<file path="config.mk">
export PLATFORM = sky130hd
export DESIGN_NAME = wdt_keyed
export DESIGN_NICKNAME = d
export VERILOG_FILES = /design/src/rtl/wdt_keyed.sv
export SDC_FILE = /design/constraint.sdc
export NUM_CORES = 1
export LEC_CHECK = 0
export CAP_MARGIN = 20
export CORE_MARGIN = 4
export CORE_UTILIZATION = 55
export DETAILED_ROUTE_END_ITERATION = 8
export GPL_TIMING_DRIVEN = 0
export HOLD_SLACK_MARGIN = 0.1
export PLACE_DENSITY = 0.82
export SLEW_MARGIN = 20
export SYNTH_ARGS = -nofsm -noshare
export SYNTH_HDL_FRONTEND = slang
export SYNTH_SLANG_ARGS = --single-unit
</file>
<file path="constraint.sdc">
create_clock -name clk -period 4 [get_ports clk]
set_clock_uncertainty 0.1 [all_clocks]
set_input_delay 1.2 -clock clk [delete_from_list [all_inputs] [get_ports clk]]
set_output_delay 1.2 -clock clk [all_outputs]
set_load 0.01 [all_outputs]
</file>
<file path="src/rtl/wdt_keyed.sv">
module wdt_keyed #(
  parameter int CNT_W      = 32,
  parameter int BUSY_TICKS = 2
) (
  input  logic        clk,
  input  logic        rst_n,
  input  logic        tick_in,
  input  logic        bus_wr,
  input  logic [2:0]  bus_addr,
  input  logic [31:0] bus_wdata,
  output logic [31:0] bus_rdata,
  output logic        rst_req
);
  localparam int BW = $clog2(BUSY_TICKS + 1);
  localparam logic [2:0] A_CTRL = 3'd0, A_LOAD = 3'd1, A_CNT = 3'd2,
                         A_TRIG = 3'd3, A_KEY = 3'd4, A_STAT = 3'd5, A_SYS = 3'd6;
  localparam logic [15:0] K_ON_A = 16'hBBBB, K_ON_B = 16'h4444,
                          K_OFF_A = 16'hAAAA, K_OFF_B = 16'h5555;

  typedef enum logic [1:0] {K_IDLE, K_ON1, K_OFF1} key_e;

  logic [3:0]       ctrl_q;
  logic [CNT_W-1:0] load_q, cnt_q;
  logic [31:0]      trig_q;
  logic             sys_q, run_q;
  key_e             key_q;
  logic [7:0]       presc_q;
  logic [3:0]       pend;
  logic [3:0]       wr_sel;
  logic [3:0]       acc;

  assign wr_sel = {bus_addr == A_KEY, bus_addr == A_TRIG, bus_addr == A_LOAD, bus_addr == A_CTRL};
  assign acc    = {4{bus_wr}} & wr_sel & ~pend;

  for (genvar i = 0; i < 4; i++) begin : g_busy
    logic [BW-1:0] busy_q;
    always_ff @(posedge clk or negedge rst_n) begin
      if (!rst_n)                      busy_q <= '0;
      else if (acc[i])                 busy_q <= BW'(BUSY_TICKS);
      else if (tick_in && busy_q != 0) busy_q <= busy_q - 1'b1;
    end
    assign pend[i] = busy_q != 0;
  end

  wire       pre_en  = ctrl_q[3];
  wire [2:0] pre_val = ctrl_q[2:0];
  wire [7:0] pre_lim = (8'd1 << pre_val) - 8'd1;
  wire       step    = run_q && tick_in && (!pre_en || presc_q == pre_lim);
  wire       kick    = acc[2] && bus_wdata != trig_q;
  wire       wrap    = step && &cnt_q && !kick;

  always_ff @(posedge clk or negedge rst_n) begin
    if (!rst_n)                    presc_q <= '0;
    else if (!run_q || !pre_en)    presc_q <= '0;
    else if (tick_in)              presc_q <= (presc_q == pre_lim) ? 8'd0 : presc_q + 8'd1;
  end

  always_ff @(posedge clk or negedge rst_n) begin
    if (!rst_n) begin
      ctrl_q <= '0;
      load_q <= '0;
      trig_q <= '0;
      sys_q  <= 1'b0;
    end else begin
      if (acc[0]) ctrl_q <= bus_wdata[5:2];
      if (acc[1]) load_q <= bus_wdata[CNT_W-1:0];
      if (acc[2]) trig_q <= bus_wdata;
      if (bus_wr && bus_addr == A_SYS) sys_q <= bus_wdata[0];
    end
  end

  always_ff @(posedge clk or negedge rst_n) begin
    if (!rst_n) begin
      cnt_q   <= '0;
      rst_req <= 1'b0;
    end else begin
      rst_req <= wrap;
      if (kick)      cnt_q <= load_q;
      else if (wrap) cnt_q <= load_q;
      else if (step) cnt_q <= cnt_q + 1'b1;
    end
  end

  always_ff @(posedge clk or negedge rst_n) begin
    if (!rst_n) begin
      key_q <= K_IDLE;
      run_q <= 1'b0;
    end else if (acc[3]) begin
      unique case (key_q)
        K_IDLE:  key_q <= (bus_wdata[15:0] == K_ON_A)  ? K_ON1 :
                          (bus_wdata[15:0] == K_OFF_A) ? K_OFF1 : K_IDLE;
        K_ON1: begin
          key_q <= K_IDLE;
          if (bus_wdata[15:0] == K_ON_B) run_q <= 1'b1;
        end
        K_OFF1: begin
          key_q <= K_IDLE;
          if (bus_wdata[15:0] == K_OFF_B) run_q <= 1'b0;
        end
        default: key_q <= K_IDLE;
      endcase
    end
  end

  always_comb begin
    bus_rdata = '0;
    unique case (bus_addr)
      A_CTRL:  bus_rdata[5:2] = ctrl_q;
      A_LOAD:  bus_rdata = 32'(load_q);
      A_CNT:   bus_rdata = 32'(cnt_q);
      A_TRIG:  bus_rdata = trig_q;
      A_STAT:  bus_rdata[4:0] = {pend[3], pend[2], pend[1], 1'b0, pend[0]};
      A_SYS:   bus_rdata[0] = sys_q;
      default: bus_rdata = '0;
    endcase
  end
endmodule


</file>
==> results_dict.tcl, run 1 <==
set metrics [dict create \
    status "completed" \
    synth-async-reset-ratio 1.00 \
    clockBufferDepth 2 \
    rsz0062_at_grt "no" \
    synth_area_mm2 0.00719 \
    wl_per_cell_um 23.2 \
    row_count 41 \
    gp_congestion 0.945 \
    initial_core_util 0.565 \
    holdWs_ps 396 \
    netlist_instances 701 \
    drive_above_1_share 0.239 \
    layout.nets 848 \
    relSlewSlack 0.545 \
    die_w_um 122 \
    holdCritPathClass "register to register" \
    postRouteAntennaNets 0 \
    drc 0 \
    crit_chain "clkdlybuf4s15_2, buf_8, buf_8, mux2_2, a22oi_1, nor2_1, dlygate4sd2_1" \
    dieArea_mm2 0.0150 \
    critPathLaunch "bus_addr[1]" \
    end_kind "output port" \
    cts_root_buf "clkbuf_16" \
    drv_slew 0 \
    path_delay_family "buffers and inverters" \
    avgSynthCellArea_um2 10.3 \
    min_period_ps 3970 \
    grt.total_usage 0.314 \
    fin_util 0.706 \
    synthesis.nets 750 \
    cpMaxStageDelayCell "mux2_2" \
    reg2reg_slack_ps 190 \
    die-height_um 122 \
    dpl.hpwl_um 16500 \
    diodes 0 \
    synth_top_area_cell "dfrtp_1" \
    clock-sinks 121 \
    synth_common_cells "dfrtp_1 (121), mux2_2 (97), nor2_1 (58)" \
    clock_latency_ps 430 \
    ys_warn_count 0 \
    dr.first_iter.drc_count 668 \
    grt_max_degree 80 \
    vias_per_cell 6.50 \
    reg2reg_depth 12 \
    power_density_mw_per_mm2 722 \
    hold_viol_final 0 \
    io_buffers 71 \
    core-area_mm2 0.0127 \
    grt_pass1_vias 6336 \
    area_growth_syn_to_layout_pct 24.8 \
    grt-ovfl-total 0 \
    ys.flop_type "dfrtp_1" \
    htreeDepth 4 \
    r2r-end "cnt_q[17]" \
    min_to "g_busy[1].busy_q[0]" \
    synthTopCellsByArea "dfrtp_1 (42%), mux2_2 (15%), xnor2_1 (4.6%), nor2_1 (3.0%), a22oi_1 (2.9%)" \
    yosysMostFrequentCell "dfrtp_1" \
    vdd_drop_max_mv 0.420 \
    hold-path-cell-count 1 \
    clk_pin_slew_ps 60 \
    hp-start "g_busy[1].busy_q[0]" \
    reg2reg_from "ctrl_q[0]" \
    drt_first_pass_iters 8 \
    vias 6398 \
    critPathRequiredTime_ps 2700 \
    antenna_found_initial 0 \
    cpPeakStageDelay_ps 350 \
    synthDominantCellAreaShare 0.421 \
    tightest_slew_ps 678 \
    ys_ff_latch 121 \
    fmax_ghz 0.252 \
    drt_wl_total_um 22800 \
    p_leak_nw 3.86 \
    cts_tree "done" \
    yosysUniqueCellTypes 68 \
    worstPathBufferInverterCount 4 \
    grt_pass1_wl_um 35300 \
    yosysSeqAreaShare 0.421 \
    cp_max_fo 10 \
    numCtsBuffers 17 \
    ios 72 \
    cp_common_cell "buf_8" \
    start_kind "primary input" \
    cp.arrival_ps 2670 \
    setup_viol 0 \
    min_period_over_period 0.993 \
    num-fill-cells 958 \
    synth-edff-count 0 \
    cap_violations 0 \
    path_class "primary input to output port" \
]
==> per-stage QoR <==
stage	setup slack (ps)	std cells	area, µm²	power, mW	setup TNS [ps]
2_1_floorplan	124	701	7190	3.73	0
3_3_place_gp	-2970	944	8120	4.48	-402130
3_5_place_dp	-1440	945	8150	4.60	-45730
4_1_cts	9.57	984	8950	6.41	0
5_1_grt	2.73	984	8980	6.78	0
6_report	27.4	984	8980	6.49	0
==> power by group <==
part	internal (mW)	switching, mW	leakage [nW]
combinational	1.17	1.20	2.02
clock	1.14	0.603	0.321
sequential	1.74	0.630	1.52
==> area by class of cell <==
type / instances / area [µm²] / share of cell area
buffer: 42 / 285 / 0.0318
clock buffer: 19 / 453 / 0.0504
clock inverter: 13 / 214 / 0.0238
inverter: 20 / 75.1 / 0.00836
multi-input combinational: 518 / 3960 / 0.441
sequential: 121 / 3030 / 0.337
tap: 172 / 215 / 0.0240
timing repair buffer: 79 / 748 / 0.0833
==> worst max path at each step <==
stage                          to  slack (ps)  cells past startpoint
floorplan           bus_rdata[13]         120                      6
global placement       trig_q[24]       -2970                      1
detailed placement  bus_rdata[13]       -1440                      8
CTS                     cnt_q[18]          10                     10
global route        bus_rdata[30]           3                      8
finish               bus_rdata[8]          30                      7
==> layout by cell type (no fill, tap or decap), types with 5 or more instances in the layout <==
master,count
a211oi_1,10
o21ai_0,15
mux2i_1,11
clkbuf_1,17
and3_1,9
buf_4,7
and4_1,12
nor2_1,58
bufinv_16,5
buf_6,6
and2_1,6
a31oi_1,9
clkdlybuf4s50_1,36
nand4_1,19
dlygate4sd2_1,29
mux2_2,97
a22oi_2,8
clkbuf_2,10
a22oi_1,20
o22ai_1,11
nand2b_1,8
o22a_1,6
inv_1,20
a21oi_1,25
nand3_1,22
clkbuf_16,17
o32ai_1,6
nor3_1,9
xnor2_1,38
nand2_1,37
dfrtp_1,121
ha_1,10
==> registers in the layout, summed over array words and instances, names as in the netlist <==
register and flops:
presc_q 8, run_q 1, sys_q 1, trig_q 32
load_q 32, cnt_q 32, rst_req 1, g_busy.busy_q 8
key_q 2, ctrl_q 4
==> per-layer routing <==
layer | vias up | share of wire | global-route usage
li1 | 2806 | - | -
met1 | 3135 | 0.40 | 0.413
met2 | 369 | 0.47 | 0.478
met3 | 88 | 0.083 | 0.0719
met4 | 0 | 0.052 | 0.178
met5 | - | 0 | 0
==> kinds of logic after synthesis <==
group                      after synthesis  share of synthesized area
and+or+nand+nor                        212                      0.158
AOI/OAI and AO/OA                      146                      0.145
DFF                                    121                      0.421
muxes                                  110                      0.173
buffers and inverters                   62                     0.0365
xor gates and xnor gates                40                     0.0487
adders and majority gates               10                     0.0174
==> repair_timing <==
item	CTS	global route
gates cloned	1	0
endpoints found under the setup margin	60	42
buffers inserted	6	0
gates resized for setup	79	20
pin swaps	1	1
hold buffers	0	0
(Power assumes the default switching activity.)
==> run 2, diff against run 1 <==
==> constraint.sdc (replaced) <==
create_clock -name clk -period 4 [get_ports clk]
set_clock_uncertainty 0.1 [all_clocks]
set_input_delay 0.8 -clock clk [delete_from_list [all_inputs] [get_ports clk]]
set_output_delay 0.8 -clock clk [all_outputs]
set_load 0.01 [all_outputs]
==> results_dict.tcl, run 2 (same netlist as run 1, synthesis figures left out) <==
set metrics [dict create \
    grt_pass1_vias 6301 \
    cp_common_cell "clkdlybuf4s50_1" \
    core-area_mm2 0.0127 \
    wl_per_cell_um 23.0 \
    vias_per_cell 6.52 \
    die-height_um 122 \
    cpMaxStageDelayCell "clkdlybuf4s50_1" \
    mostFrequentLayoutCells "dfrtp_1 (121), mux2_2 (97), clkdlybuf4s50_1 (70)" \
    tightest_slew_ps 679 \
    ios 72 \
    cp_max_fo 10 \
    clock_latency_ps 430 \
    fin_util 0.698 \
    drive_above_1_share 0.210 \
    drt_wl_total_um 22500 \
    end_kind "output port" \
    cpPeakStageDelay_ps 600 \
    setup_viol 0 \
    power.switching_mw 2.42 \
    grt_pass1_wl_um 34900 \
    relSlewSlack 0.544 \
    rsz0062_at_grt "yes" \
    placed_area_mm2 0.00815 \
    drc 0 \
    clk_pin_slew_ps 60 \
    clockBufferDepth 2 \
    tns_ps 0 \
    stdcell_area_mm2 0.00888 \
    status "completed" \
    diodes 0 \
    min_period_ps 3950 \
    holdWs_ps 199 \
    cts_tree "done" \
    postCtsHoldBufs 0 \
    initial_core_util 0.565 \
    pwr-share-seq 0.364 \
    holdCritPathClass "primary input to async pin" \
    crit_chain "clkdlybuf4s50_1, buf_2, clkbuf_1, a22oi_1, nor2_1, clkdlybuf4s50_1" \
    numCtsBuffers 17 \
    p_sw_frac 0.372 \
    reg_top3 "cnt_q x32, load_q x32, trig_q x32" \
    hold_viol_final 0 \
    die_w_um 122 \
    vdd_drop_max_mv 0.420 \
    combPwrFrac 0.367 \
    dieArea_mm2 0.0150 \
    start_kind "primary input" \
    drt_first_pass_iters 7 \
    cap_violations 0 \
    vias 6392 \
    area_growth_syn_to_layout_pct 23.4 \
    power_density_mw_per_mm2 732 \
    path_class "primary input to output port" \
    critPathRequiredTime_ps 3100 \
    dpl.hpwl_um 16500 \
    layout_commonest_cell "dfrtp_1" \
    layout.nets 845 \
    power_frac_clock 0.270 \
    reg2reg_slack_ps 190 \
    cts_root_buf "clkbuf_16" \
    fmax_ghz 0.253 \
    cp.arrival_ps 3050 \
    num-fill-cells 988 \
    gp_congestion 0.945 \
    path_delay_family "buffers and inverters" \
    postRouteAntennaNets 0 \
    antenna_found_initial 0 \
    p_leak_nw 3.68 \
    drv_slew 0 \
    grt_max_degree 80 \
    worstPathBufferInverterCount 4 \
    htreeDepth 4 \
    io_buffers 71 \
    grt.total_usage 0.310 \
    min_period_over_period 0.986 \
    clock-sinks 121 \
    internal_power_mw 4.08 \
    row_count 41 \
    grt-ovfl-total 0 \
    dr.first_iter.drc_count 627 \
]
[run 2: cell types whose count changed in the layout (fill, tap and decap cells not counted), moves of 4 or more]
cell	previous run	this run
clkbuf_1	17	24
dlygate4sd2_1	29	0
clkdlybuf4s50_1	36	70
a22oi_2	8	0
clkbuf_2	10	4
buf_8	4	0
a22oi_1	20	28
[run 2: worst paths after layout]
check,from,cells after the start,endpoint
setup / recovery,bus_addr[0],6,bus_rdata[11]
hold / removal,rst_n,1,presc_q[2]
setup reg to reg,ctrl_q[0],12,cnt_q[17]
hold reg to reg,g_busy[1].busy_q[0],1,g_busy[1].busy_q[0]
max in group asynchronous,rst_n,2,trig_q[22]
min in group clk,g_busy[1].busy_q[0],1,g_busy[1].busy_q[0]
[run 2: layout make-up]
cell class                 instances  area, µm²  area share
clock buffer                      19        453      0.0510
multi-input combinational        518       3910       0.440
sequential                       121       3030       0.341
inverter                          20       75.1     0.00846
buffer                            42        214      0.0241
timing repair buffer              76        769      0.0867
tap                              172        215      0.0242
clock inverter                    13        214      0.0241
[run 2: power groups by stage]
stage	Sequential [mW]	Clock, mW	Combinational, mW
after floorplan	2.08	0	1.65
after global placement	2.28	0	2.20
after detailed placement	2.32	0	2.28
after CTS	2.32	1.76	2.35
after global routing	2.41	1.81	2.57
final	2.36	1.75	2.38
[run 2: metal layers]
metal,up-vias,GRT usage,share of wire
met1,3156,0.408,0.40
met2,346,0.476,0.47
met3,88,0.0728,0.082
met4,0,0.165,0.049
li1,2802,-,-
met5,-,0,0
[run 2: metrics by stage]
| stage | total power, mW | setup WS [ps] | std cells |
|---|---|---|---|
| final | 6.49 | 54.5 | 981 |
| after global routing | 6.78 | -28.4 | 981 |
| after CTS | 6.43 | 46.6 | 981 |
| after detailed placement | 4.60 | -638 | 945 |
| after global placement | 4.48 | -2570 | 944 |
| after floorplan | 3.73 | 467 | 701 |
[run 2: what timing repair did]
action | in CTS | in global routing
gates resized for setup | 11 | 11
setup buffers | 4 | 0
pin swaps | 1 | 1
endpoints found under the setup margin | 60 | 41
